**src/rtl/adc_seq_pkg.sv**
```systemverilog
package adc_seq_pkg;
    typedef enum logic [2:0] {
        S_OFF  = 3'd0,
        S_WAKE = 3'd1,
        S_CONV = 3'd2,
        S_GAP  = 3'd3,
        S_IDLE = 3'd4
    } seq_state_t;
endpackage

```
**src/rtl/adc_req_check.sv**
```systemverilog
// Decodes a requested channel number into a legality flag and a one-hot code.
module adc_req_check #(
    parameter int NUM_CH = 2,
    parameter int CH_W   = 2
) (
    input  logic [CH_W-1:0]   code,
    output logic              legal,
    output logic [NUM_CH-1:0] onehot
);
    always_comb legal = (int'(code) < NUM_CH);

    for (genvar i = 0; i < NUM_CH; i++) begin : g_dec
        assign onehot[i] = (code == CH_W'(i));
    end
endmodule

```
**src/rtl/adc_seq_timer.sv**
```systemverilog
// Loadable down counter shared by the wake window and the conversion timeout.
module adc_seq_timer #(
    parameter int W = 4
) (
    input  logic         clk,
    input  logic         rst_n,
    input  logic         load,
    input  logic [W-1:0] load_val,
    input  logic         dec,
    output logic         zero
);
    logic [W-1:0] cnt_q;

    always_ff @(posedge clk or negedge rst_n) begin
        if (!rst_n) begin
            cnt_q <= '0;
        end else if (load) begin
            cnt_q <= load_val;
        end else if (dec && (cnt_q != '0)) begin
            cnt_q <= cnt_q - 1'b1;
        end
    end

    assign zero = (cnt_q == '0);
endmodule

```
**src/rtl/adc_seq_capture.sv**
```systemverilog
// Result holding registers and single-cycle status pulses.
module adc_seq_capture #(
    parameter int DATA_W = 10,
    parameter int CH_W   = 2
) (
    input  logic              clk,
    input  logic              rst_n,
    input  logic              hit,
    input  logic              abort,
    input  logic              bad_req,
    input  logic [DATA_W-1:0] data_in,
    input  logic [CH_W-1:0]   chan_in,
    output logic              done,
    output logic [DATA_W-1:0] done_data,
    output logic [CH_W-1:0]   done_chan,
    output logic              tmo,
    output logic              err
);
    always_ff @(posedge clk or negedge rst_n) begin
        if (!rst_n) begin
            done      <= 1'b0;
            tmo       <= 1'b0;
            err       <= 1'b0;
            done_data <= '0;
            done_chan <= '0;
        end else begin
            done <= hit;
            tmo  <= abort;
            err  <= bad_req;
            if (hit) begin
                done_data <= data_in;
            end
            if (hit || abort) begin
                done_chan <= chan_in;
            end
        end
    end
endmodule

```
**src/rtl/adc_chsel_seq.sv**
```systemverilog
module adc_chsel_seq
    import adc_seq_pkg::*;
#(
    parameter int NUM_CH  = 2,
    parameter int CH_W    = $clog2(NUM_CH) + 1,
    parameter int DATA_W  = 10,
    parameter int WAKE_W  = 4,
    parameter int TIMEOUT = 64
) (
    input  logic              clk,
    input  logic              rst_n,
    input  logic              req_valid,
    input  logic [CH_W-1:0]   req_chan,
    input  logic [WAKE_W-1:0] wake_cycles,
    input  logic              keep_pwr,
    output logic              req_ready,
    output logic              req_err,
    output logic              adc_pd,
    output logic [NUM_CH-1:0] adc_sel,
    input  logic              adc_valid,
    input  logic [DATA_W-1:0] adc_data,
    output logic              done,
    output logic [CH_W-1:0]   done_chan,
    output logic [DATA_W-1:0] done_data,
    output logic              tmo_abort
);
    localparam int TMO_W = $clog2(TIMEOUT + 1);
    localparam int CNT_W = (WAKE_W > TMO_W) ? WAKE_W : TMO_W;
    localparam logic [CNT_W-1:0] TMO_LOAD = CNT_W'(TIMEOUT - 1);

    seq_state_t        state_q, state_d;
    logic [CH_W-1:0]   ch_q;
    logic [NUM_CH-1:0] oh_q;
    logic              legal;
    logic [NUM_CH-1:0] req_oh;
    logic              ch_load;
    logic              tmr_load, tmr_dec, tmr_zero;
    logic [CNT_W-1:0]  tmr_val;
    logic              cap_hit, cap_abort, bad_req;

    adc_req_check #(.NUM_CH(NUM_CH), .CH_W(CH_W)) u_check (
        .code   (req_chan),
        .legal  (legal),
        .onehot (req_oh)
    );

    adc_seq_timer #(.W(CNT_W)) u_timer (
        .clk      (clk),
        .rst_n    (rst_n),
        .load     (tmr_load),
        .load_val (tmr_val),
        .dec      (tmr_dec),
        .zero     (tmr_zero)
    );

    adc_seq_capture #(.DATA_W(DATA_W), .CH_W(CH_W)) u_capture (
        .clk       (clk),
        .rst_n     (rst_n),
        .hit       (cap_hit),
        .abort     (cap_abort),
        .bad_req   (bad_req),
        .data_in   (adc_data),
        .chan_in   (ch_q),
        .done      (done),
        .done_data (done_data),
        .done_chan (done_chan),
        .tmo       (tmo_abort),
        .err       (req_err)
    );

    // State register and latched channel
    always_ff @(posedge clk or negedge rst_n) begin
        if (!rst_n) begin
            state_q <= S_OFF;
            ch_q    <= '0;
            oh_q    <= '0;
        end else begin
            state_q <= state_d;
            if (ch_load) begin
                ch_q <= req_chan;
                oh_q <= req_oh;
            end
        end
    end

    // Next state and control strobes
    always_comb begin
        state_d   = state_q;
        ch_load   = 1'b0;
        tmr_load  = 1'b0;
        tmr_val   = '0;
        tmr_dec   = 1'b0;
        cap_hit   = 1'b0;
        cap_abort = 1'b0;
        bad_req   = 1'b0;
        unique case (state_q)
            S_OFF: begin
                if (req_valid) begin
                    if (legal) begin
                        ch_load  = 1'b1;
                        tmr_load = 1'b1;
                        tmr_val  = CNT_W'(wake_cycles);
                        state_d  = S_WAKE;
                    end else begin
                        bad_req = 1'b1;
                    end
                end
            end
            S_WAKE: begin
                if (tmr_zero) begin
                    tmr_load = 1'b1;
                    tmr_val  = TMO_LOAD;
                    state_d  = S_CONV;
                end else begin
                    tmr_dec = 1'b1;
                end
            end
            S_CONV: begin
                if (adc_valid) begin
                    cap_hit = 1'b1;
                    state_d = S_GAP;
                end else if (tmr_zero) begin
                    cap_abort = 1'b1;
                    state_d   = S_GAP;
                end else begin
                    tmr_dec = 1'b1;
                end
            end
            S_GAP: begin
                state_d = S_IDLE;
            end
            S_IDLE: begin
                if (req_valid && legal) begin
                    ch_load  = 1'b1;
                    tmr_load = 1'b1;
                    tmr_val  = TMO_LOAD;
                    state_d  = S_CONV;
                end else begin
                    bad_req = req_valid;
                    if (!keep_pwr) begin
                        state_d = S_OFF;
                    end
                end
            end
            default: state_d = S_OFF;
        endcase
    end

    // Outputs decoded from the state
    always_comb begin
        adc_pd    = (state_q == S_OFF);
        req_ready = (state_q == S_OFF) || (state_q == S_IDLE);
        adc_sel   = (state_q == S_CONV) ? oh_q : '0;
    end
endmodule

```
**config.mk**
```make
export PLATFORM = sky130hd
export DESIGN_NAME = adc_chsel_seq
export DESIGN_NICKNAME = d
export VERILOG_FILES = /design/src/rtl/adc_seq_pkg.sv /design/src/rtl/adc_req_check.sv /design/src/rtl/adc_seq_timer.sv /design/src/rtl/adc_seq_capture.sv /design/src/rtl/adc_chsel_seq.sv
export SDC_FILE = /design/constraint.sdc
export NUM_CORES = 1
export LEC_CHECK = 0
export BUFFER_PORTS_ARGS = -buffer_cell sky130_fd_sc_hd__buf_2
export CAP_MARGIN = 25
export CORE_ASPECT_RATIO = 0.9
export CORE_MARGIN = 4
export CORE_UTILIZATION = 46
export CTS_CLUSTER_DIAMETER = 100
export CTS_CLUSTER_SIZE = 24
export DETAILED_ROUTE_END_ITERATION = 7
export GPL_TIMING_DRIVEN = 0
export PLACE_DENSITY = 0.75
export SYNTH_ARGS = -nofsm -noshare
export SYNTH_HDL_FRONTEND = slang
export SYNTH_SLANG_ARGS = --single-unit
export TNS_END_PERCENT = 10
```
**constraint.sdc**
```tcl
create_clock -name clk -period 1.7 [get_ports clk]
set_clock_uncertainty 0.05 [all_clocks]
set_input_delay 0.17 -clock clk [delete_from_list [all_inputs] [get_ports clk]]
set_output_delay 0.17 -clock clk [all_outputs]
set_load 0.02 [all_outputs]
```
* Yosys cells after proc, flatten, opt, wreduce, memory -nomap -nowiden *
Cells that the tools add are included.

word-level totals
  word-level logic and storage cells = 64
  bits in latches = 0
  input port bits = 21
  memories kept = 0
  output and inout port bits = 19
  register bits = 29
  RAM bits = 0
  ROM bits = 0

cells by class
  multipliers = 0
  div/mod/pow operators = 0
  add/subtract/negate cells = 1
  bitwise gates (word level) = 0
  eq/ne operators = 10
  shift operators = 0
  reduce and logical (&&, ||, !) cells = 10
  magnitude comparators = 1
  muxes and demuxes = 33

operator list
  cell                                                                count
  3-bit two-way mux                                                   7
  6-bit case mux with 3 select lines                                  1
  3-bit case mux with 5 select lines                                  1
  7-bit two-way mux                                                   2
  1-bit two-way mux                                                   13
  6-bit two-way mux                                                   2
  4-bit two-way mux                                                   2
  7-bit logical NOT                                                   1
  7-bit nonzero test                                                  1
  7-bit by 1-bit subtractor with 7-bit output, second input constant  1
  3-bit by 2-bit == test with 1-bit output, second input constant     2
  3-bit != test, second input constant                                2
  1-bit case mux with 2 select lines                                  3
  5-bit AND reduction                                                 1
  2-bit != test, second input constant                                2
  3-bit by 1-bit == test with 1-bit output, second input constant     1
  3-bit == test, second input constant                                1
  3-bit logical NOT                                                   1
  1-bit case mux with 3 select lines                                  1
  2-bit by 1-bit == test with 1-bit output, second input constant     1
  1-bit logical AND                                                   2
  2-bit logical NOT                                                   1
  1-bit logical OR                                                    2
  2-bit < comparator, second input constant                           1
  other kinds (3)                                                     3

* Longest topological paths before layout *
Gate-level depths: netlist (run 1).

  depth in word-level cells = 7
  depth in mapped cells = 6
  mapped depth without buffers = 6

* Modules after synthesis *
From an unflattened synthesis (run 1), not the netlist that was laid out.

second synthesis, totals
  cells, all modules = 135
  area, all modules = 1567.8 sq um

modules (own cells, without submodules)
  module           instances  area each (sq um)  cells an instance
  adc_seq_capture  1          563.0              29
  adc_chsel_seq    1          529.3              51
  adc_seq_timer    1          461.7              52
  adc_req_check    1          13.8               3

* Worst setup path before layout (run 1) *
OpenSTA, ideal clock, no wires.

  path kind = reg-to-reg
  from = register u_timer.cnt_q[0]
  to = register u_timer.cnt_q[3]
  data required time = 1.524 ns
  library setup time = 0.126 ns
  cell stages (with the launch flop) = 7
  slack = -0.118 ns
  arrival time = 1.642 ns
  cell sequence = dfrtp_1 > inv_1 > ha_1 > nor3b_2 > a211oi_2 > o21ba_1 > o32a_1

on the way
  longest elaborated chain between the ends = 6

ends and longest elaborated chain
  item                                                                                 line                 source
  from (decl)                                                                          adc_seq_timer.sv:12  logic [W-1:0] cnt_q;
  from (signal assigned)                                                               adc_seq_timer.sv:18  cnt_q <= load_val;
  from (signal assigned)                                                               adc_seq_timer.sv:20  cnt_q <= cnt_q - 1'b1;
  branches (longest 6 deep; another with 7-bit by 1-bit subtractor with 7-bit output)  -

Parallel ways; which one is timed is not known. The select of a mux whose other input is x is not followed.
A chain may end at the register's enable or synchronous reset.

* Worst setup path after layout (run 1) *
  from = register state_q[0]
  to = register u_timer.cnt_q[4]

on the way
  longest elaborated chain between the ends = 4

ends and longest elaborated chain
  item                                                                                                         line                 source
  from (decl)                                                                                                  adc_chsel_seq.sv:31  seq_state_t state_q, state_d;
  from (signal assigned)                                                                                       adc_chsel_seq.sv:78  state_q <= state_d;
  3-bit by 2-bit == test with 1-bit output / 3-bit by 1-bit == test with 1-bit output (equally long branches)  adc_chsel_seq.sv:96  unique case (state_q)
  1-bit case mux with 2 select lines                                                                           adc_chsel_seq.sv:96
  1-bit logical AND                                                                                            adc_seq_timer.sv:19  end else if (dec && (cnt_q != '0)) begin
  2-bit nonzero test (no source line)                                                                          -

Parallel ways exist; a longest one is shown, timed or not.

==> results of run 1 <==
## worst max-delay path: stages, from the launching register on
cell and delay (ns):
dfrtp_1 0.43, buf_6 0.16, or4b_4 0.53, and2_4 0.17
a221oi_2 0.21, o2bb2ai_1 0.11
## timing repair
item | in CTS | in global routing
buffers inserted | 4 | 7
setup endpoints to repair | 21 | 24
hold endpoints to repair | 29 | 4
resized for setup | 7 | 13
hold buffers | 1 | 4
pin swaps | 3 | 5
gates cloned | 0 | 0
## per-stage QoR
stage	setup WS (ns)	setup TNS (ns)	hold WS, ns	power (µW)	area (µm²)
floorplan	-0.02546	-0.07283	-0.1756	1619	1448
global placement	-0.2044	-1.421	0.1663	1814	1693
detailed placement	-0.2646	-2.109	0.1835	1853	1693
CTS	-0.06570	-0.3246	0.007054	2672	1864
global route	-0.1049	-0.8357	0.002290	3020	2011
finish	-0.07583	-0.2942	0.02775	2855	2011
## worst max-delay path by stage
stage / from / end / slack, ns / cells past startpoint
6_report: state_q[0] / u_timer.cnt_q[4] / -0.08 / 5
5_1_grt: u_timer.cnt_q[1] / u_timer.cnt_q[3] / -0.10 / 7
4_1_cts: state_q[0] / u_timer.cnt_q[4] / -0.07 / 5
3_5_place_dp: u_timer.cnt_q[0] / u_timer.cnt_q[3] / -0.26 / 6
3_3_place_gp: u_timer.cnt_q[0] / u_timer.cnt_q[3] / -0.20 / 6
2_1_floorplan: u_timer.cnt_q[1] / u_timer.cnt_q[3] / -0.03 / 6
## metal layers
metal  part of all wire  wire, µm
met1               0.42      1521
met2               0.52      1874
met3              0.049       178
met4             0.0069        25
met5                  0         0
## synth_stat cells, drive strengths merged
cell     instances
a211oi           2
a21oi            8
a221oi           1
a311o            1
a31oi            4
and2             5
and3             2
buf              4
clkbuf           1
dfrtp           29
ha               1
inv              5
mux2            12
mux2i            1
nand2            9
nand2b           2
nand4            1
nor2             5
nor3            13
nor3b            3
o2111ai          1
o211ai           1
o21a             2
o21ai            1
o21ba            1
o22ai            1
o2bb2ai          1
o31ai            1
o32a             1
or2              1
or2b             2
or3b             3
or4b             1
## final cells by class
type / count / area share
well taps: 40 / 0.02489
plain buffers: 5 / 0.02800
multi-input cells: 87 / 0.3541
repair buffers: 55 / 0.1711
clock inverters: 3 / 0.03236
inverters: 5 / 0.009334
flip-flops and latches: 29 / 0.3615
clock buffers: 5 / 0.01867
## cell families (layout without fill, tap and decap cells)
kind of cell / count (synthesis) / after routing / synth area share
and+or+nand+nor: 47 / 47 / 0.1995
DFF: 29 / 29 / 0.5119
AOI/OAI and AO/OA: 26 / 26 / 0.1368
muxes: 13 / 13 / 0.1024
buffers and inverters: 10 / 73 / 0.04060
adders and majority gates: 1 / 1 / 0.008825
## report_power, final
group	total [µW]	switching (µW)	internal, µW
Clock	698	243	455
Sequential	977	137	840
Combinational	1180	592	588
## cells in the final DEF (no fill, tap or decap), drive strengths merged, types with 3 or more instances in the layout
| cell type | synthesis | routed |
|---|---|---|
| buf | 4 | 54 |
| nor2 | 5 | 5 |
| nor3 | 13 | 13 |
| and2 | 5 | 5 |
| dfrtp | 29 | 29 |
| a31oi | 4 | 4 |
| dlygate4sd3 | 0 | 5 |
| inv | 5 | 5 |
| or3b | 3 | 3 |
| mux2 | 12 | 12 |
| a21oi | 8 | 8 |
| nor3b | 3 | 3 |
| clkbuf | 1 | 6 |
| nand2 | 9 | 9 |
## sequential cells by signal, summed over array words and instances, names as in the netlist
name / cells
u_capture.done_data: 10
u_timer.cnt_q: 7
state_q: 3
ch_q: 2
oh_q: 2
u_capture.done_chan: 2
u_capture.done: 1
u_capture.err: 1
u_capture.tmo: 1
==> impl_results.md, run 1 <==
* Iteration-0 DRC Markers at 62
* Worst-Margin Slew at about 0.66 ns
* H-tree depth at 2
* Cells after DPL at ~210
* First-pass GRT wire length at between 5000 and 6000 µm
* Total track usage at 0.1847
* Met1 Use GR at 0.2057
* Post-Syn Area at 0.001418 mm²
* Layout Area Growth over Synthesis at 41.84%
* Setup ws final at -0.07583 ns
* #FFs+latches synth at 29
* Critical path type: flip-flop to flip-flop
* Min Tclk post-route at about 1.8 ns
* Initial Utilization at 0.4996
* Fill cells at 197
* YS warnings at 0
* Failing checks: setup timing
* Clock sink total at 29
* Cells after Synth at roughly 130
* Power Dens Cells at 1420 mW/mm²
* Hold WC Path Type: input pin to flip-flop
* Rel. slew slack at 0.5605
* # nets final at between 200 and 250
* Core Area at 0.002838 mm²
* Final Non-Filler Cells at roughly 230
* RR Endpoint: u_timer.cnt_q[4]
* GRT Residual Overflow at 0
* Worst vdd ir at roughly 0.69 mV
* CTS Buf Count at 5
* GP Congestion at slightly above 0.9
* Die Wd at 66.52 µm
* Status: complete, but fails checks
* Final HPWL DP at ~2400 µm
* Standard-cell rows at 18
* Finish-stage setup viols at 5
* Largest net degree at the start of global routing at 30
* Drt drc at 0
* Net Count, Synth at between 100 and 150
* CP Launch Type: flip-flop
* Met3 Use GR at 0.07222
* WL final at 3599 µm
* Syn Area/Cell at around 11 µm²
* Vias at 1225
* CP arrival at between 1.5 and 2 ns
* HP Start: adc_data[1]
* Period utilization at 1.045
* Max clock buf depth at 2
* Die ar. at between 0.004 and 0.005 mm²
* Die Y at 60.67 µm
* Vias in the first global route at 1245
* Vias per cell at between 5 and 6
* IO Pins at 40
* Share of the synthesized area in the top cell type at 0.5119
* Routed Antenna Nets at 0
* Final Util at 0.7086
* Final Hold Viols at 0
* GR Layer Usage met2 at 0.3281
* WL/cell at roughly 16 µm
* Fin. max-slew vios at 0
* Antenna violations before repair at 0
* Storage cell area at between 700 and 800 µm²
* Hold Path End: u_capture.done_data[1]
* Req. time, crit path at roughly 1.9 ns
* Footprint of the multi-input gates at slightly above 700 µm²
* GR peak layer: met2
* Fmax at around 560 MHz
* Area contributors post-synth: dfrtp_1 (51%), mux2_2 (9.5%), nor3_1 (4.2%)
* Flop-to-flop setup slack at -0.08 ns
* Clock root buffer: clkbuf_4
* Max-cap viol count at 0
* Synth cell types at 39
* Clock-pin slew on the worst setup and hold paths at approximately 0.1 ns
* Critical Path Sink Type: flip-flop
* CTS tree: done
* Layout cells sized above 1 at 0.5238
* Hold path cells at 2
* Clock Latency Late Sink at 0.32 ns
* Pre-antenna DRT Iters at 4
* R2r worst-path depth at 5
* Register area share after synthesis at 0.5119
* Crit-path max FO at 10
* Number of buffers added on ports at 39
* Ant diodes at 0
* Unrepaired setup endpoints after global routing: yes
* Leading area contributor after synthesis: dfrtp_1
* R2r startpoint: state_q[0]
* P_leak at around 0.0010 µW
(Power assumes the default switching activity.)
==> run 2: changes to the inputs <==
--- a/config.mk
+++ b/config.mk
@@ -15,6 +15,7 @@
 export DETAILED_ROUTE_END_ITERATION = 7
 export GPL_TIMING_DRIVEN = 0
 export PLACE_DENSITY = 0.75
+export SKIP_CTS_REPAIR_TIMING = 1
 export SYNTH_ARGS = -nofsm -noshare
 export SYNTH_HDL_FRONTEND = slang
 export SYNTH_SLANG_ARGS = --single-unit
==> impl_results.md, run 2 (synthesis gave the netlist of run 1 again) <==
* Status: complete, but fails checks
* Failing checks: setup timing
* Standard-cell rows at 18
* R2r startpoint: u_timer.cnt_q[1]
* IO Pins at 40
* Buffers & Inverters on Critical Path at 2
* Initial Utilization at 0.4996
* GP Congestion at between 0.9 and 1
* Hold WC Path Type: input pin to flip-flop
* R2r worst-path depth at 7
* First-pass GRT wire length at between 5000 and 6000 µm
* Clock sink total at 29
* Die Wd at approximately 67 µm
* Power Dens Cells at between 1000 and 1500 mW/mm²
* Worst-Margin Slew at roughly 0.65 ns
* Period utilization at 1.092
* # nets final at 202
* Setup ws final at -0.1571 ns
* Pre-CTS WS at -0.2646 ns
* Met1 Wirelength at about 1400 µm
* Max-cap viol count at 0
* Final Util at 0.6724
* Unrepaired setup endpoints after global routing: yes
* Flop-to-flop setup slack at -0.16 ns
* Routed Antenna Nets at 0
* Clock Latency Late Sink at 0.32 ns
* Final Hold Viols at 0
* Largest register FFs at 10
* Worst setup path start: u_timer.cnt_q[1]
* CTS Buf Count at 5
* Layout Area Growth over Synthesis at 34.60%
* Worst path depth at 7
* Critical Path Sink Type: flip-flop
* Antenna violations before repair at 0
* Top reg by flops: u_capture.done_data
* Routed met2 length at roughly 1900 µm
* RR Endpoint: u_timer.cnt_q[5]
* WL/cell at approximately 16 µm
* Critical Path Sink: u_timer.cnt_q[5]
* Vias per cell at around 5.5
* H-tree depth at 2
* Final HPWL DP at ~2400 µm
* Clock root buffer: clkbuf_4
* Fin. max-slew vios at 0
* Drt drc at 0
* Met3 WL post-DR at between 200 and 250 µm
* Vias at about 1200
* Clock-pin slew on the worst setup and hold paths at about 0.10 ns
* Worst vdd ir at 0.7024 mV
* Most frequent cells in the layout: buf_2 (40), dfrtp_1 (28), nor3_1 (10), mux2_2 (10), nand2_1 (9)
* Die ar. at 0.004035 mm²
* Req. time, crit path at around 1.9 ns
* CP cell instances: inv_2 -> ha_4 -> nor3b_4 -> buf_6 -> a211oi_4 -> or2_4 -> o2111ai_1
* Ant diodes at 0
* Min Tclk post-route at 1.857 ns
* Vias in the first global route at 1214
* CP Launch Type: flip-flop
* CTS tree: done
* CP peak stage delay at 0.42 ns
* WL final at about 3500 µm
* Fmax at between 500 and 600 MHz
* GRT Residual Overflow at 0
* Finish-stage setup viols at 19
* Number of buffers added on ports at 39
* Leading registers by flop count: u_capture.done_data: 10 flops, u_timer.cnt_q: 7 flops, state_q: 3 flops
* Core Area at 0.002838 mm²
* Crit-path max FO at 7
* Layout cells sized above 1 at 0.4807
* CP max stage cell: a211oi_4
* CP delay by family, top: compound AO/OA/AOI/OAI gates
* Critical path type: flip-flop to flip-flop
* Top Metal Used: met4
* Commonest non-fill, non-tap cell in the layout: buf_2
* Rel. slew slack at 0.5674
* Total track usage at 0.1759
* Max clock buf depth at 2
* Pre-antenna DRT Iters at 4
* CP arrival at roughly 2 ns
* Iteration-0 DRC Markers at 56
* Die Y at about 61 µm
* P_leak at 0.0009458 µW
* Largest net degree at the start of global routing at 30
==> run 2: per-stage QoR <==
stage               std cells  instance area, µm²  power (µW)  setup TNS, ns  hold slack [ns]
floorplan                 126                1448        1619       -0.07283          -0.1756
global placement          205                1693        1814         -1.421           0.1663
detailed placement        205                1693        1853         -2.109           0.1835
CTS                       213                1795        2560         -2.638          -0.1767
global route              221                1908        2852         -3.418         0.001476
finish                    221                1908        2695         -1.683          0.02298
==> run 2: final cells by class <==
type / instances / area [µm²]
timing repair buffer: 47 / 271.5
inverter: 5 / 18.77
buffer: 5 / 38.79
fill: 213 / 929.6
sequential: 29 / 726.9
tap: 40 / 50.05
clock buffer: 5 / 37.54
multi-input combinational: 87 / 699.4
clock inverter: 3 / 65.06
==> run 2: layer usage <==
metal | track usage | vias up
li1 | - | 573
met4 | 0.06377 | 0
met1 | 0.1974 | 597
met3 | 0.07407 | 8
met5 | 0 | -
met2 | 0.3027 | 45
==> run 2: worst min path at each step <==
stage	to	slack, ns	startpoint	depth (start not counted)
6_report	u_capture.done_data[1]	0.02	adc_data[1]	2
3_5_place_dp	u_capture.err	0.18	rst_n	1
4_1_cts	u_capture.err	-0.18	rst_n	1
5_1_grt	u_capture.done_data[1]	0.001	adc_data[1]	2
2_1_floorplan	ch_q[0]	-0.18	rst_n	0
3_3_place_gp	u_timer.cnt_q[6]	0.17	rst_n	1
==> run 2: power breakdown <==
part           switching [µW]  total, µW  internal, µW
Combinational             540       1010           466
Clock                     248        703           455
Sequential                144        986           842
Total                     932       2700          1760
